`src/rtl/edge_mag_pipe.sv`:
```
module edge_mag_pipe #(
  parameter int CH_W    = 8,
  parameter int LUMA_W  = 12,
  parameter int WR      = 5,
  parameter int WG      = 9,
  parameter int WB      = 2,
  parameter int PRE_SHR = 8,
  parameter int SAT_W   = 18,
  parameter int ADDR_W  = 13,
  parameter int OUT_W   = 8
) (
  input  logic                 clk,
  input  logic                 rst_n,
  input  logic                 in_valid,
  input  logic [3*CH_W-1:0]    win_nw,
  input  logic [3*CH_W-1:0]    win_n,
  input  logic [3*CH_W-1:0]    win_ne,
  input  logic [3*CH_W-1:0]    win_w,
  input  logic [3*CH_W-1:0]    win_e,
  input  logic [3*CH_W-1:0]    win_sw,
  input  logic [3*CH_W-1:0]    win_s,
  input  logic [3*CH_W-1:0]    win_se,
  output logic                 out_valid,
  output logic [OUT_W-1:0]     out_pix
);
  localparam int PIX_W    = 3*CH_W;
  localparam int SUM_W    = LUMA_W + 3;
  localparam int SQ_W     = 2*SUM_W - 1;
  localparam int DROP     = SAT_W - ADDR_W;
  localparam int ROOT_W   = (SAT_W + 1) / 2;
  localparam int OUT_MAX  = 2**OUT_W - 1;
  localparam int LUMA_MAX = (WR + WG + WB) * (2**CH_W - 1);
  localparam logic [SQ_W-1:0] SAT_SQ = SQ_W'(1) << (SAT_W + PRE_SHR);

  function automatic logic [LUMA_W-1:0] luma(input logic [PIX_W-1:0] p);
    int s;
    s = WR*int'(p[3*CH_W-1:2*CH_W]) + WG*int'(p[2*CH_W-1:CH_W]) + WB*int'(p[CH_W-1:0]);
    return LUMA_W'(s);
  endfunction

  function automatic logic signed [SUM_W-1:0] kern(
    input logic [LUMA_W-1:0] pa, pb, pc, na, nb, nc);
    return SUM_W'((int'(pa) + 2*int'(pb) + int'(pc)) - (int'(na) + 2*int'(nb) + int'(nc)));
  endfunction

  function automatic logic [ROOT_W-1:0] isqrt(input logic [SAT_W-1:0] v);
    logic [ROOT_W-1:0] r, t;
    r = '0;
    for (int b = ROOT_W-1; b >= 0; b--) begin
      t = r | (ROOT_W'(1) << b);
      if (SAT_W'(t) * SAT_W'(t) <= v) r = t;
    end
    return r;
  endfunction

  logic [PIX_W-1:0]  tap [8];
  logic [LUMA_W-1:0] y_q [8];
  logic [3:0]        vpipe;
  logic signed [SUM_W-1:0]   gx_q, gy_q;
  logic signed [2*SUM_W-1:0] gx_e, gy_e, px, py;
  logic [SQ_W-1:0]   sq_c, sq_q, shr;
  logic [ADDR_W-1:0] addr;
  logic [ROOT_W-1:0] root;
  logic [OUT_W-1:0]  out_c;

  assign tap[0] = win_nw;
  assign tap[1] = win_n;
  assign tap[2] = win_ne;
  assign tap[3] = win_w;
  assign tap[4] = win_e;
  assign tap[5] = win_sw;
  assign tap[6] = win_s;
  assign tap[7] = win_se;

  assign out_valid = vpipe[3];

  always_ff @(posedge clk or negedge rst_n)
    if (!rst_n) vpipe <= '0;
    else        vpipe <= {vpipe[2:0], in_valid};

  generate
    for (genvar i = 0; i < 8; i++) begin : g_luma
      always_ff @(posedge clk or negedge rst_n)
        if (!rst_n) y_q[i] <= '0;
        else        y_q[i] <= luma(tap[i]);

      p_luma_bound_r1: assert property (@(posedge clk) disable iff (!rst_n)
        vpipe[0] |-> (int'(y_q[i]) <= LUMA_MAX));
    end
  endgenerate

  always_ff @(posedge clk or negedge rst_n)
    if (!rst_n) begin
      gx_q <= '0;
      gy_q <= '0;
    end else begin
      gx_q <= kern(y_q[2], y_q[4], y_q[7], y_q[0], y_q[3], y_q[5]);
      gy_q <= kern(y_q[5], y_q[6], y_q[7], y_q[0], y_q[1], y_q[2]);
    end

  assign gx_e = {{SUM_W{gx_q[SUM_W-1]}}, gx_q};
  assign gy_e = {{SUM_W{gy_q[SUM_W-1]}}, gy_q};
  assign px   = gx_e * gx_e;
  assign py   = gy_e * gy_e;
  assign sq_c = SQ_W'(px + py);

  always_ff @(posedge clk or negedge rst_n)
    if (!rst_n) sq_q <= '0;
    else        sq_q <= sq_c;

  assign shr  = sq_q >> (PRE_SHR + DROP);
  assign addr = (shr > SQ_W'(2**ADDR_W - 1)) ? '1 : shr[ADDR_W-1:0];
  assign root = isqrt({addr, {DROP{1'b0}}});

  always_comb begin
    int h;
    h = int'(root >> 1);
    out_c = (h > OUT_MAX) ? '0 : OUT_W'(OUT_MAX - h);
  end

  always_ff @(posedge clk or negedge rst_n)
    if (!rst_n)        out_pix <= '1;
    else if (vpipe[2]) out_pix <= out_c;

  logic [2:0] warm;
  always_ff @(posedge clk or negedge rst_n)
    if (!rst_n)              warm <= '0;
    else if (warm != 3'd4)   warm <= warm + 3'd1;

  p_valid_latency_r8: assert property (@(posedge clk) disable iff (!rst_n)
    (warm == 3'd4) |-> (out_valid == $past(in_valid, 4)));

  p_hold_idle_r9: assert property (@(posedge clk) disable iff (!rst_n)
    !out_valid |-> $stable(out_pix));

  p_flat_white_r6: assert property (@(posedge clk) disable iff (!rst_n)
    (vpipe[1] && gx_q == '0 && gy_q == '0) |=> ##1 (out_pix == OUT_W'(OUT_MAX)));

  p_saturate_black_r7: assert property (@(posedge clk) disable iff (!rst_n)
    (vpipe[2] && sq_q >= SAT_SQ) |=> (out_pix == '0));

  p_sum_order_r4: assert property (@(posedge clk) disable iff (!rst_n)
    (vpipe[1] && gx_q == '0 && gy_q == '0) |=> (sq_q == '0));
endmodule

```
`config.mk`:
```
export PLATFORM = sky130hd
export DESIGN_NAME = edge_mag_pipe
export DESIGN_NICKNAME = d
export VERILOG_FILES = /design/src/rtl/edge_mag_pipe.sv
export SDC_FILE = /design/constraint.sdc
export NUM_CORES = 2
export LEC_CHECK = 0
export CAP_MARGIN = 25
export CORE_ASPECT_RATIO = 1.1
export CORE_MARGIN = 4
export CORE_UTILIZATION = 63
export DETAILED_ROUTE_END_ITERATION = 10
export PLACE_DENSITY = 0.92
export SETUP_SLACK_MARGIN = 0.02
export SYNTH_ARGS = -nofsm -noshare
export SYNTH_HDL_FRONTEND = slang
export SYNTH_SLANG_ARGS = --single-unit
```
`constraint.sdc`:
```
create_clock -name clk -period 36.1 [get_ports clk]
set_clock_uncertainty 0.2 [all_clocks]
set_input_delay 3.61 -clock clk [delete_from_list [all_inputs] [get_ports clk]]
set_output_delay 3.61 -clock clk [all_outputs]
set_load 0.05 [all_outputs]
```
[After elaboration in Yosys (flattened, before gate mapping)]
Cells that the tools add are included.
Widths: inputs -> output; s select.
Storage, ports and cells
  logic and storage cells: 86
  output and inout port bits: 9
  input bits: 195
  register bits: 167
Operators by class
  muxes and demuxes: 10
  add/subtract/negate cells: 28
  multipliers: 25
  magnitude comparators: 10
Operators with widths (count)
  $le 18x18->1: 7
  $mul 9x9->18: 7
  $add 11x12->12: 8
  $add 12x9->12: 8
  $mul 4x8->12 const A: 8
  $mul 3x8->11 const A: 8
  $add 14x12->15: 4
  $mul 15x15->29: 2
  $add 12x13->14: 4
  $sub 15x15->15: 2
  $add 29x29->29: 1
  $le 17x18->1 const A: 1
  $gt 16x13->1 const B: 1
  $mux 8: 2
  $mux 13: 1
  $mux 9: 1
  $gt 8x8->1 const B: 1
  $sub 8x8->8 const A: 1
  $mux 7: 1
  $mux 6: 1
  $mux 5: 1
  $mux 4: 1
  $mux 3: 1
  $mux 2: 1

[Depth between registers and ports, before layout]
  depth after elaboration: 27
  gate-level depth with buffers: 126
  mapped depth without buffers: 119

[Worst setup path before layout]
No wires, ideal clock.
  path kind: reg-to-reg
  start: register sq_q[28]
  end: register out_pix[0]
  clock period less this slack: 24.955 ns
  required time: 35.814 ns
  buffers on the path: 6
  library setup time: 0.086 ns
  setup slack: 11.145 ns
  cell stages (with the launch flop): 121
  data arrival time: 24.669 ns
  cell sequence: dfrtp_1 or3_4 clkbuf_1 or3_1 clkbuf_1 ha_1 nor3b_1 a21oi_1 a41o_1 buf_6 ha_1 or4_1 and3b_1 mux2i_1 nand2_1 buf_4 ha_1 clkbuf_1 [... 85 more ...] inv_1 fa_1 inv_1 fa_1 a21o_1 a21oi_1 o21bai_1 a21oi_1 nor2b_1 o21a_1 nor2_1 xnor2_1 ha_1 a21o_1 a21oi_1 nand2_1 a21oi_1 o21ai_0
Between the ends
  cells in the longest elaborated chain, start to end: 27
  elaborated cells between the ends (all ways): 28
  those cells by class: add/sub (1); mul (7); order compare (10); mux (10)
Ends and longest elaborated chain
  from (decl): line 61  | logic [SQ_W-1:0] sq_c, sq_q, shr;
  from (signal assigned): line 109  | else sq_q <= sq_c;
  $gt 16x13->1 *: line 112  | assign addr = (shr > SQ_W'(2**ADDR_W - 1)) ? '1 : shr[ADDR_W-1:0];
  $mux 13 *: line 112
  $le 17x18->1: line 51  | if (SAT_W'(t) * SAT_W'(t) <= v) r = t;
  $mux 9: line 51
  $mul 9x9->18: line 51
  $le 18x18->1: line 51
  $mux 8: line 51
  $mul 9x9->18: line 51
  [... 11 more ...]
  $mul 9x9->18: line 51
  $le 18x18->1: line 51
  $mux 3: line 51
  $mul 9x9->18: line 51
  $le 18x18->1: line 51
  $mux 2: line 51
  $sub 8x8->8 or $gt 8x8->1 (tied branches): line 118  | out_c = (h > OUT_MAX) ? '0 : OUT_W'(OUT_MAX - h);
  $mux 8 *: line 118
  to (signal assigned): line 123  | else if (vpipe[2]) out_pix <= out_c;
  to (decl): line 24  | output logic [OUT_W-1:0] out_pix
Every way passes the cells marked *; elsewhere a longest branch is shown, timed or not.
A chain may end at the register's enable or synchronous reset.

[Worst setup path in the final report]
Same ends and word-level chain as after synthesis.

==> qor.txt <==
Run status: complete, no violations
HPWL Detailed: 73400 um
Core Rows: 90
Die Width: 233 um
Vias in the first global route: 28400
Fmax: 35.8 MHz
Pin count of the biggest net entering global routing: 94
Root buffer cell: clkbuf_16
FF-to-FF setup slack: 8180 ps
Max-Cap Viols: 0
All-Layer GR Usage: 31.1%
Crit share post-route: 77.3%
First-pass GRT wire length: 142000 um
Reg-to-reg startpoint: sq_q[28]$_DFF_PN0_
Slowest cell on the critical path: nor2_1
# fillers: 3661
Mean Syn Cell Area: 10.5 um^2
CP Data Arrival Time: 28140 ps
Largest family of logic cells by synthesized area: adder cells
Fraction of layout cells with a size suffix above 1: 2.34%
Core area: 55000 um^2
Setup violators final: 0
CTS sink cnt: 154
Die H: 255 um
CTS tree: yes
Hold path start: vpipe[1]$_DFF_PN0_
Post-CTS Setup Inserts: 0
Layout Nets: 5002
Antenna violations before repair: 2
Syn Inst Count: 3343
Synthesis-to-finish area growth: 9.79%
Most frequent cells in the layout: 937 x inv_1, 740 x fa_1, 534 x ha_1
Setup ws final: 8180 ps
Worst path bufs/invs: 15
CP Max Fanout: 20
Endpoint of the worst hold-timing path: vpipe[2]$_DFF_PN0_
Worst min-delay path category: flop to flop
CTS Hold Bufs: 0
Initial drt markers: 1511
Initial Util: 63.6%
Total Wirelength: 87200 um
Top FF cell, synth: dfrtp_1
Port Buffer Count: 203
Worst path max stage delay: 680 ps
ANT nets after route: 0
Vias: 24000
Post-synthesis compound-gate area fraction: 4.92%
# diodes: 0
Synth cell types: 65
Synth Warn #: 0
Final hold violations: 0
Synthesized flop and latch total: 154
Commonest non-fill, non-tap cell in the layout: inv_1
Synth Cell Area: 35000 um^2
Fraction of registers with async set/reset: 100%
Worst R2R Path Depth: 118
Post-synthesis mux area share: 0.619%
Worst hold path depth: 0
Sequential share of the synthesized area: 11.0%
CP most frequent cell: ha_1
Clock-pin slew on the worst setup and hold paths: 70 ps
Clock Path Buffers: 2
R2r endpoint: out_pix[0]$_DFFE_PN1P_
Crit path max-delay family: adder cells
Setup_tns: 0 ps
Die area: 59300 um^2
First-pass DRT Iterations: 8
Required time of the critical path: 36320 ps
Worst setup path class: flop to flop
CP Launch Type: flop
Final global-route overflow total: 0
CP endpoint kind: flop
Worst slew margin relative to its limit: 29.6%
DP Cell Count: 4249
Post-Synth Simple-Gate Area: 6.95%
Net Count, Synth: 4812
Worst skew pair latency: 490 ps
Unrepaired setup endpoints after global routing: false
Fin cells: 4282
Fin crit period: 27920 ps
Pre-CTS WS: 8500 ps
# H-tree levels: 4
Detailed-route vias per instance: 5.60
Post-route DRC: 0
Least-Margin Pin Slew: 1050 ps
Slew Limit Fails: 0
# IOs: 204
CTS resizes: 0
Synth Area in Adders: 61.5%
GPL Wtd Cong: 0.946
CTS Buf Count: 17
Drt wl/cell: 20.4 um
Post-synth EDFFs: 0
Xor and xnor area share after synthesis: 4.36%
-- registers in the layout (all words and copies together) (netlist names) --
signal	flops
vpipe	4
y_q	96
gx_q	15
gy_q	15
sq_q	16
out_pix	8
-- cell families after synthesis --
group,count (synthesis)
flops,154
buf+inv,986
fa+ha+maj,1274
compound gates,273
xor+xnor,174
simple gates,463
mux,19
-- routing by layer --
layer | vias up | global-route usage, % | routed length [um]
li1 | 10500 | - | -
met1 | 12100 | 33.2 | 29200
met2 | 964 | 55.4 | 45300
met3 | 470 | 6.56 | 5230
met4 | 2 | 21.4 | 7370
met5 | - | 0 | 13
-- stage by stage --
stage	util, %	cell area [um^2]	hold slack [ps]
global placement	68.8	37800	132
CTS	69.9	38400	153
floorplan	-	35000	131
finish	69.9	38400	151
global route	69.9	38400	168
detailed placement	68.8	37800	138
-- synthesized netlist by cell type (29+ instances only) --
library cell,instances,area [um^2]
inv_1,937,3520
fa_1,740,14800
ha_1,534,6680
dfrtp_1,146,3650
xnor2_1,134,1170
nand2_1,127,477
and2_1,119,744
a21oi_1,105,526
nor2_1,81,304
a21o_1,54,405
clkbuf_1,40,150
xor2_1,40,350
o21ai_0,39,195
nor2b_1,32,200
nand2b_1,29,181
-- worst max path at each step --
stage,from,to,slack (ps),cells after the start
finish,sq_q[28]$_DFF_PN0_,out_pix[0]$_DFFE_PN1P_,8180,118
detailed placement,sq_q[28]$_DFF_PN0_,out_pix[0]$_DFFE_PN1P_,8500,118
global route,sq_q[28]$_DFF_PN0_,out_pix[0]$_DFFE_PN1P_,6520,117
global placement,sq_q[28]$_DFF_PN0_,out_pix[0]$_DFFE_PN1P_,9060,118
CTS,sq_q[28]$_DFF_PN0_,out_pix[0]$_DFFE_PN1P_,8430,118
floorplan,sq_q[28]$_DFF_PN0_,out_pix[0]$_DFFE_PN1P_,11150,120
-- final cells by class --
| class | instances | area (um^2) | area share, % |
|---|---|---|---|
| multi-input combinational | 2203 | 27400 | 71.3 |
| sequential | 154 | 3860 | 10.1 |
| inverter | 940 | 3530 | 9.19 |
| timing repair buffer | 217 | 2140 | 5.56 |
| tap | 736 | 921 | 2.40 |
| clock buffer | 18 | 429 | 1.12 |
| clock inverter | 14 | 128 | 0.332 |
Power is not shown: default switching activity piles up to over one toggle a cycle in this logic, so the estimate is an artifact.
